===== src/rtl/adcfr_pkg.sv =====
package adcfr_pkg;
   typedef enum logic [1:0] {
      ST_IDLE   = 2'd0,
      ST_POLL   = 2'd1,
      ST_CLOCK  = 2'd2,
      ST_FINISH = 2'd3
   } rdr_state_t;
endpackage


===== src/rtl/adcfr_sync.sv =====
module adcfr_sync #(
   parameter int   STAGES  = 2,
   parameter logic RST_VAL = 1'b1
) (
   input  logic clk,
   input  logic rst_n,
   input  logic d,
   output logic q
);
   generate
      if (STAGES >= 2) begin : g_chain
         logic [STAGES-1:0] chain;
         always_ff @(posedge clk or negedge rst_n) begin
            if (!rst_n) chain <= {STAGES{RST_VAL}};
            else        chain <= {chain[STAGES-2:0], d};
         end
         assign q = chain[STAGES-1];
      end else begin : g_single
         logic flop;
         always_ff @(posedge clk or negedge rst_n) begin
            if (!rst_n) flop <= RST_VAL;
            else        flop <= d;
         end
         assign q = flop;
      end
   endgenerate
endmodule


===== src/rtl/adcfr_sclk_gen.sv =====
module adcfr_sclk_gen #(
   parameter int HALF = 4
) (
   input  logic clk,
   input  logic rst_n,
   input  logic run,
   output logic sclk,
   output logic sample
);
   localparam int CW = (HALF > 1) ? $clog2(HALF) : 1;

   logic [CW-1:0] cnt;
   logic          sclk_q;

   always_ff @(posedge clk or negedge rst_n) begin
      if (!rst_n) begin
         cnt    <= '0;
         sclk_q <= 1'b0;
      end else if (!run) begin
         cnt    <= '0;
         sclk_q <= 1'b0;
      end else if (cnt == CW'(HALF - 1)) begin
         cnt    <= '0;
         sclk_q <= ~sclk_q;
      end else begin
         cnt    <= cnt + CW'(1);
      end
   end

   // last cycle of the high phase: data has been stable since the previous fall
   assign sample = run && sclk_q && (cnt == CW'(HALF - 1));
   assign sclk   = sclk_q;
endmodule


===== src/rtl/adcfr_shifter.sv =====
module adcfr_shifter #(
   parameter int BITS = 32
) (
   input  logic            clk,
   input  logic            rst_n,
   input  logic            clear,
   input  logic            shift_en,
   input  logic            din,
   output logic [BITS-2:0] frame,
   output logic            last
);
   localparam int CW = $clog2(BITS);

   logic [CW-1:0] idx;

   always_ff @(posedge clk or negedge rst_n) begin
      if (!rst_n) begin
         frame <= '0;
         idx   <= '0;
      end else if (clear) begin
         frame <= '0;
         idx   <= '0;
      end else if (shift_en) begin
         frame <= {frame[BITS-3:0], din};
         idx   <= idx + CW'(1);
      end
   end

   assign last = shift_en && (idx == CW'(BITS - 1));
endmodule


===== src/rtl/adcfr_decode.sv =====
module adcfr_decode #(
   parameter int BITS     = 32,
   parameter int RESULT_W = 24,
   parameter int SUB_W    = 5
) (
   input  logic [BITS-2:0]   frame,
   output logic              chan,
   output logic [RESULT_W:0] result,
   output logic [SUB_W-1:0]  sub_lsb,
   output logic              over_range,
   output logic              under_range
);
   localparam int CH_POS   = BITS - 2;
   localparam int SIGN_POS = BITS - 3;
   localparam int MSB_POS  = BITS - 4;

   assign chan        = frame[CH_POS];
   assign result      = {~frame[SIGN_POS], frame[MSB_POS:SUB_W]};
   assign sub_lsb     = frame[SUB_W-1:0];
   assign over_range  =  frame[SIGN_POS] &  frame[MSB_POS];
   assign under_range = ~frame[SIGN_POS] & ~frame[MSB_POS];
endmodule


===== src/rtl/adc_frame_reader.sv =====
module adc_frame_reader
   import adcfr_pkg::*;
#(
   parameter int CLK_DIV     = 4,
   parameter int SYNC_STAGES = 2,
   parameter int POLL_LIMIT  = 4096,
   parameter int FRAME_BITS  = 32,
   parameter int RESULT_W    = 24,
   parameter int SUB_W       = 5
) (
   input  logic              clk,
   input  logic              rst_n,
   input  logic              start,
   input  logic              sdi,
   output logic              cs_n,
   output logic              sclk,
   output logic              busy,
   output logic              done,
   output logic              timeout_err,
   output logic              chan,
   output logic [RESULT_W:0] result,
   output logic [SUB_W-1:0]  sub_lsb,
   output logic              over_range,
   output logic              under_range
);
   localparam int SETTLE = SYNC_STAGES + 1;
   localparam int WAIT_W = $clog2(POLL_LIMIT + 1);

   generate
      if (CLK_DIV < SETTLE) begin : g_bad_div
         $error("CLK_DIV must cover the synchronizer latency");
      end
      if (FRAME_BITS != RESULT_W + SUB_W + 3) begin : g_bad_frame
         $error("frame width does not match result and sub-LSB widths");
      end
      if (POLL_LIMIT <= SETTLE) begin : g_bad_poll
         $error("POLL_LIMIT must exceed synchronizer settle time");
      end
   endgenerate

   rdr_state_t        state;
   logic [WAIT_W-1:0] wait_cnt;
   logic              sdi_s;
   logic              sample;
   logic              last;
   logic [FRAME_BITS-2:0] frame;
   logic              d_chan, d_over, d_under;
   logic [RESULT_W:0] d_result;
   logic [SUB_W-1:0]  d_sub;

   adcfr_sync #(.STAGES(SYNC_STAGES), .RST_VAL(1'b1)) sync_i (
      .clk(clk), .rst_n(rst_n), .d(sdi), .q(sdi_s)
   );

   adcfr_sclk_gen #(.HALF(CLK_DIV)) sclk_i (
      .clk(clk), .rst_n(rst_n), .run(state == ST_CLOCK),
      .sclk(sclk), .sample(sample)
   );

   adcfr_shifter #(.BITS(FRAME_BITS)) shift_i (
      .clk(clk), .rst_n(rst_n),
      .clear(state == ST_IDLE && start),
      .shift_en(sample), .din(sdi_s),
      .frame(frame), .last(last)
   );

   adcfr_decode #(.BITS(FRAME_BITS), .RESULT_W(RESULT_W), .SUB_W(SUB_W)) dec_i (
      .frame(frame), .chan(d_chan), .result(d_result), .sub_lsb(d_sub),
      .over_range(d_over), .under_range(d_under)
   );

   always_ff @(posedge clk or negedge rst_n) begin
      if (!rst_n) begin
         state       <= ST_IDLE;
         wait_cnt    <= '0;
         cs_n        <= 1'b1;
         done        <= 1'b0;
         timeout_err <= 1'b0;
         chan        <= 1'b0;
         result      <= '0;
         sub_lsb     <= '0;
         over_range  <= 1'b0;
         under_range <= 1'b0;
      end else begin
         done <= 1'b0;
         case (state)
            ST_IDLE: begin
               if (start) begin
                  state       <= ST_POLL;
                  cs_n        <= 1'b0;
                  wait_cnt    <= '0;
                  timeout_err <= 1'b0;
               end
            end
            ST_POLL: begin
               wait_cnt <= wait_cnt + WAIT_W'(1);
               if (wait_cnt >= WAIT_W'(SETTLE) && !sdi_s) begin
                  state <= ST_CLOCK;
               end else if (wait_cnt == WAIT_W'(POLL_LIMIT - 1)) begin
                  state       <= ST_IDLE;
                  cs_n        <= 1'b1;
                  done        <= 1'b1;
                  timeout_err <= 1'b1;
               end
            end
            ST_CLOCK: begin
               if (last) state <= ST_FINISH;
            end
            ST_FINISH: begin
               state       <= ST_IDLE;
               cs_n        <= 1'b1;
               done        <= 1'b1;
               chan        <= d_chan;
               result      <= d_result;
               sub_lsb     <= d_sub;
               over_range  <= d_over;
               under_range <= d_under;
            end
            default: state <= ST_IDLE;
         endcase
      end
   end

   assign busy = (state != ST_IDLE);
endmodule


===== config.mk =====
export PLATFORM = sky130hd
export DESIGN_NAME = adc_frame_reader
export DESIGN_NICKNAME = d
export VERILOG_FILES = /design/src/rtl/adcfr_pkg.sv /design/src/rtl/adcfr_sync.sv /design/src/rtl/adcfr_sclk_gen.sv /design/src/rtl/adcfr_shifter.sv /design/src/rtl/adcfr_decode.sv /design/src/rtl/adc_frame_reader.sv
export SDC_FILE = /design/constraint.sdc
export NUM_CORES = 1
export LEC_CHECK = 0
export BUFFER_PORTS_ARGS = -buffer_cell sky130_fd_sc_hd__buf_4
export CAP_MARGIN = 20
export CORE_MARGIN = 2
export CORE_UTILIZATION = 50
export DETAILED_ROUTE_END_ITERATION = 8
export PLACE_DENSITY = 0.8
export SYNTH_ARGS = -nofsm -noshare
export SYNTH_HDL_FRONTEND = slang
export SYNTH_SLANG_ARGS = --single-unit
export TNS_END_PERCENT = 10

===== constraint.sdc =====
create_clock -name clk -period 1.4 [get_ports clk]
set_input_delay 0.07 -clock clk [delete_from_list [all_inputs] [get_ports clk]]
set_output_delay 0.07 -clock clk [all_outputs]
set_load 0.02 [all_outputs]

# Word-level counts from Yosys, hierarchy flattened
# Index checks and enable logic that the tools add are counted.
word_totals:
  ram_bits: 0
  ff_bits: 92
  rom_bits: 0
  memories: 0
  out_inout_bits: 38
  latchBits: 0
  in_bits: 4
op_classes:
  mul: 0
  n_eq_ne: 12
  n_addsub: 3
  muxes: 23
  n_reduce_logical: 15
  order_cmp: 1
  div: 0
  shifts: 0
  bitwise: 5
ops:
  columns: ["op", "count"]
  rows:
  - ["$mux W31", 2]
  - ["$pmux W13 S2", 1]
  - ["$add A13 B1 Y13 const B", 1]
  - ["$eq A13 B12 Y1 const B", 1]
  - ["$ge A13 B2 Y1 const B", 1]
  - ["$mux W13", 1]
  - ["$mux W2", 6]
  - ["$mux W5", 2]
  - ["$ne A2 B2 Y1 const B", 5]
  - ["$pmux W2 S4", 1]
  - ["$reduce_and A4 Y1", 2]
  - ["$mux W1", 7]
  - ["$eq A2 B2 Y1 const B", 3]
  - ["$reduce_bool A2 Y1", 3]
  - ["$add A5 B1 Y5 const B", 1]
  - ["$eq A5 B5 Y1 const B", 1]
  - ["$logic_and A1 B1 Y1", 5]
  - ["$pmux W1 S2", 2]
  - ["$ne A3 B3 Y1 const B", 1]
  - ["$not A1 Y1", 3]
  - ["$pmux W1 S3", 1]
  - ["$reduce_and A3 Y1", 1]
  - ["$reduce_bool A3 Y1", 1]
  - ["$add A2 B1 Y2 const B", 1]
  - ["other kinds (5)", 6]

# Logic depth before layout (Yosys ltp)
depth:
  word_depth: 6
  mapped_depth: 6
  ltp_nobuf: 5

# Hierarchy
# From an unflattened synthesis, not the netlist that was laid out.
unflattened:
  hier_cells: 327
  area_unflattened_um2: 4130.2
modules_own_cells:
  columns: ["module", "area_per_inst_um2", "n_inst", "cells_each"]
  rows:
  - ["adc_frame_reader", 2158.3, 1, 160]
  - ["adcfr_shifter", 1556.5, 1, 123]
  - ["adcfr_decode", 239.0, 1, 33]
  - ["adcfr_sclk_gen", 123.9, 1, 9]
  - ["adcfr_sync", 52.6, 1, 2]

# Worst setup path after synthesis
# No wires, ideal clock.
synth_path:
  path_type: "register -> register"
  from: "register sclk_i.cnt[0]"
  to: "register shift_i.frame[14]"
  path_slack_ns: -0.085
  setup_ns: 0.121
  path_stages_with_launch: 6
  arrival_ns: 1.364
  cell_sequence: "dfrtp_1 ha_1 and4b_1 buf_2 buf_1 a22o_1"
synth_via:
  elab_chain_cells: 3
synth_rtl:
  columns: ["element", "line_no", "source"]
  rows:
  - ["start, declared", "adcfr_sclk_gen.sv:12", "logic [CW-1:0] cnt;"]
  - ["start signal, assigned", "adcfr_sclk_gen.sv:26", "cnt <= cnt + CW'(1);"]
  - ["$eq A2 B2 Y1", "adcfr_sclk_gen.sv:31", "assign sample = run && sclk_q && (cnt == CW'(HALF - 1));"]
  - ["$logic_and A1 B1 Y1", "adcfr_sclk_gen.sv:31", null]
  - ["$reduce_bool A2 Y1 (no line)", null, null]
  - ["end signal, assigned", "adcfr_shifter.sv:24", "frame <= {frame[BITS-3:0], din};"]
  - ["end, declared", "adcfr_shifter.sv:9", "output logic [BITS-2:0] frame,"]
# Every way passes these cells.
# A chain may end at the register's enable or synchronous reset.

# Worst setup path in the final report
layout_path:
  from: "register sclk_i.cnt[0]"
  to: "register shift_i.idx[3]"
layout_via:
  elab_chain_cells: 3
layout_rtl:
  columns: ["element", "line_no", "source"]
  rows:
  - ["$eq A2 B2 Y1", "adcfr_sclk_gen.sv:31", null]
  - ["$logic_and A1 B1 Y1", "adcfr_sclk_gen.sv:31", null]
  - ["$reduce_bool A2 Y1 (no line)", null, null]
  - ["end signal, assigned", "adcfr_shifter.sv:25", "idx <= idx + CW'(1);"]
  - ["end, declared", "adcfr_shifter.sv:14", "logic [CW-1:0] idx;"]
# Every way passes these cells.

==> results.py <==
metrics = {
    "run_status": {
        "status": "finished with violations",
        "violations": "setup timing",
    },
    "floorplanning": {
        "start_util_pct": 51.3,
        "fp-row-count": 31,
        "io_pins": 42,
        "die_w_um": 89.8,
        "fp.coreArea_um2": 7180,
        "die_height_um": 89.8,
        "dieArea_um2": 8070,
    },
    "cells_and_area": {
        "drive_gt1_share_pct": 44.0,
        "area_growth_pct": 33.1,
        "nFillCells": 487,
        "nets": 371,
        "antenna_cells": 0,
    },
    "synthesis": {
        "synth_top_area_share_pct": 60.5,
        "yosys_register_bits": 92,
        "synth_seq_area_share_pct": 62.6,
        "synth.distinct_cells": 38,
        "synth_nets": 281,
        "synth_edf_count": 0,
        "synthCells": 273,
        "synthArstFlopShare_pct": 100,
        "synth_top_area_cell": "dfrtp_1",
        "syn_avg_cell_area_um2": 13.5,
        "synth_warnings": 0,
        "syn-cell-area_um2": 3680,
        "netlist_top_cells_area": "dfrtp_1 (60%), mux2_2 (9.8%), a22o_1 (8.6%)",
        "yosys_most_used_dff": "dfrtp_1",
    },
    "worst_setup_path": {
        "arrival_ns": 1.76,
        "crit_type": "reg2reg",
        "critical_path_buf_inv_count": 1,
        "worst_ep_required_time_ns": 1.65,
        "cp_cell_sequence": "ha_2 -> and4b_4 -> buf_12 -> nand4_1 -> xor2_1 -> nor2_1",
        "path_max_fanout": 5,
        "cpMaxStageDelayCell": "dfrtp_1",
        "slowest_delay_ns": 0.38,
        "critPathTopFamily": "simple AND/OR/NAND/NOR gates",
        "start_kind": "flop",
        "critPathCaptureType": "flop",
    },
    "route": {
        "ant_nets": 0,
        "wl_per_cell_um": 17.4,
        "drtIter0Drc": 72,
        "vias": 2603,
        "dr.pass1.iters": 4,
        "drc": 0,
        "viasPerCell": 5.57,
        "routed_wirelength_mm": 8.15,
    },
    "global_route": {
        "grt_pass1_wl_mm": 13.3,
        "grt_pass1_vias": 2614,
        "grt_overflow": 0,
        "grtUsageTotal_pct": 20.8,
        "grt_max_degree": 35,
        "antenna_found_initial": 0,
    },
    "sta": {
        "setup_tns_ns": -1.78,
        "fmax_mhz": 661,
        "tightest_slew_ns": 0.402,
        "hold_viol_final": 0,
        "setup_viol": 47,
        "relSlewSlack_pct": 73.2,
        "rsz0062_at_grt": "true",
        "period_share_pct": 108,
        "min_period_ns": 1.51,
        "clock_skew_ns": 0.0127,
        "final_max_slew_viol_count": 0,
        "setup_slack_ns": -0.114,
    },
    "clock_network": {
        "cts_buffers": 9,
        "clkLatencyLatePin_ns": 0.36,
        "clockRootBuffer": "clkbuf_8",
        "cts.sinks": 92,
        "cts_tree": "built",
        "clk_pin_slew_worst_paths_ns": 0.09,
        "h-tree-depth": 3,
        "cts_max_path_buffers": 2,
    },
    "worst_hold_path": {
        "hold_path.class": "in2async",
    },
    "power": {
        "leakage_nw": 2.46,
        "p_per_area_nw_per_um2": 1460,
        "total_power_mw": 7.18,
        "peakVddDrop_uv": 1110,
    },
    "job": {
        "maxCapViolCount": 0,
    },
    "placement": {
        "place_hpwl_mm": 4.89,
        "place.gp.congestion": 0.811,
        "port_buffers": 41,
    },
}
[through the flow]
stage          instance area (um2)  worst slack (ns)  util (%)  hold WS, ns  std cells
6_report                      4900            -0.114      68.3        0.178        467
5_1_grt                       4900            -0.164      68.3        0.220        467
4_1_cts                       4800            -0.170      66.9        0.154        459
3_5_place_dp                  4340            -0.398      60.5       0.0284        432
3_3_place_gp                  4330            -0.567      60.3       0.0225        431
2_1_floorplan                 3690           -0.0452         -       -0.226        273
[layout by cell type, fill, tap and decap left out, types with 2 or more instances in the layout]
cell type	netlist	routed
o31ai_1	4	4
o21ai_1	0	2
buf_4	2	74
dfstp_2	3	3
nor4_1	4	3
nor2_4	0	2
o21ai_0	12	10
nand2_1	18	17
a22o_1	36	36
clkbuf_8	0	9
inv_6	0	2
buf_6	0	6
nand2b_4	0	2
dlygate4sd3_1	0	2
inv_1	3	3
clkbuf_16	0	2
nand2b_1	4	2
ha_1	4	3
nand3_1	5	4
xor2_1	3	3
o211ai_1	3	3
mux2_2	32	32
nor2_1	11	9
nor3_1	3	3
clkinvlp_4	0	2
nand4_1	3	3
buf_12	0	7
dfrtp_1	89	88
a21oi_1	3	2
[final timing paths]
| check | from | endpoint | slack, ns | cells past startpoint |
|---|---|---|---|---|
| worst max-delay path | sclk_i.cnt[0]$_DFF_PN0_ | shift_i.idx[3]$_DFFE_PN0P_ | -0.11 | 6 |
| worst min-delay path | rst_n | result[19]$_DFFE_PN0P_ | 0.18 | 2 |
| worst min register to register | sync_i.g_chain.chain[0]$_DFF_PN1_ | sync_i.g_chain.chain[1]$_DFF_PN1_ | 0.36 | 0 |
| min in group clk | start | wait_cnt[5]$_DFFE_PN0P_ | 0.19 | 5 |
| max in group asynchronous | rst_n | sync_i.g_chain.chain[0]$_DFF_PN1_ | 0.63 | 3 |
| worst max register to register | sclk_i.cnt[0]$_DFF_PN0_ | shift_i.idx[3]$_DFFE_PN0P_ | -0.11 | 6 |
[sequential cells by signal (all words and copies together) (netlist names), named ones only]
signal,flops
sclk_i.sclk,1
sclk_i.cnt,2
under_range,1
over_range,1
timeout_err,1
sync_i.g_chain.chain,2
chan,1
state,1
shift_i.frame,31
done,1
shift_i.idx,5
cs_n,1
sub_lsb,5
result,25
wait_cnt,13
[Yosys cell counts, types with 4 or more instances]
cell type / instances
ha_1: 4
dfrtp_1: 89
a22o_1: 36
o21ai_0: 12
o31ai_1: 4
nor4_1: 4
buf_2: 10
nand2b_1: 4
nand2_1: 18
mux2_2: 32
nand3_1: 5
nor2_1: 11
[worst reg2reg max path, cell delays in order (launching register included)]
cell and delay (ns):
dfrtp_1 0.38, ha_2 0.20, and4b_4 0.33, buf_12 0.15, nand4_1 0.09, xor2_1 0.20, nor2_1 0.06
[per-layer routing]
metal | GRT usage [%] | share of wire, %
met1 | 28.5 | 46
met5 | 0 | 0
met3 | 3.19 | 3.8
met2 | 33.9 | 49
met4 | 8.08 | 1.2
[repair_timing]
action / CTS / global route
hold buffers: 2 / 0
endpoints found under the hold margin: 54 / 0
gates cloned: 3 / 2
setup buffers: 6 / 6
endpoints found under the setup margin: 76 / 77
pin swaps: 16 / 27
resized for setup: 18 / 12
[cells by family (layout without fill, tap and decap cells)]
group	after synthesis	in the layout	share of synthesized area, %
compound gates	64	64	13.8
xor+xnor	5	5	1.19
fa+ha+maj	4	4	1.36
buf+inv	18	113	2.38
flops	92	92	62.6
mux	32	32	9.78
simple gates	58	58	8.90
[report_power, final]
| part | total, mW | leakage (nW) | switching [mW] | internal [mW] |
|---|---|---|---|---|
| Clock | 1.62 | 0.0833 | 0.959 | 0.659 |
| Sequential | 3.29 | 1.26 | 0.300 | 2.99 |
| Combinational | 2.27 | 1.12 | 1.14 | 1.13 |
[cell type report]
| class | count | area (um2) | share of cell area, % |
|---|---|---|---|
| Sequential cell | 92 | 2310 | 47.1 |
| Multi-Input combinational cell | 163 | 1380 | 28.1 |
| Timing Repair Buffer | 94 | 908 | 18.5 |
| Clock buffer | 10 | 128 | 2.60 |
| Tap cell | 99 | 124 | 2.53 |
| Clock inverter | 6 | 46.3 | 0.945 |
| Inverter | 3 | 11.3 | 0.230 |
Note: power is estimated with default switching activity, not from simulation.
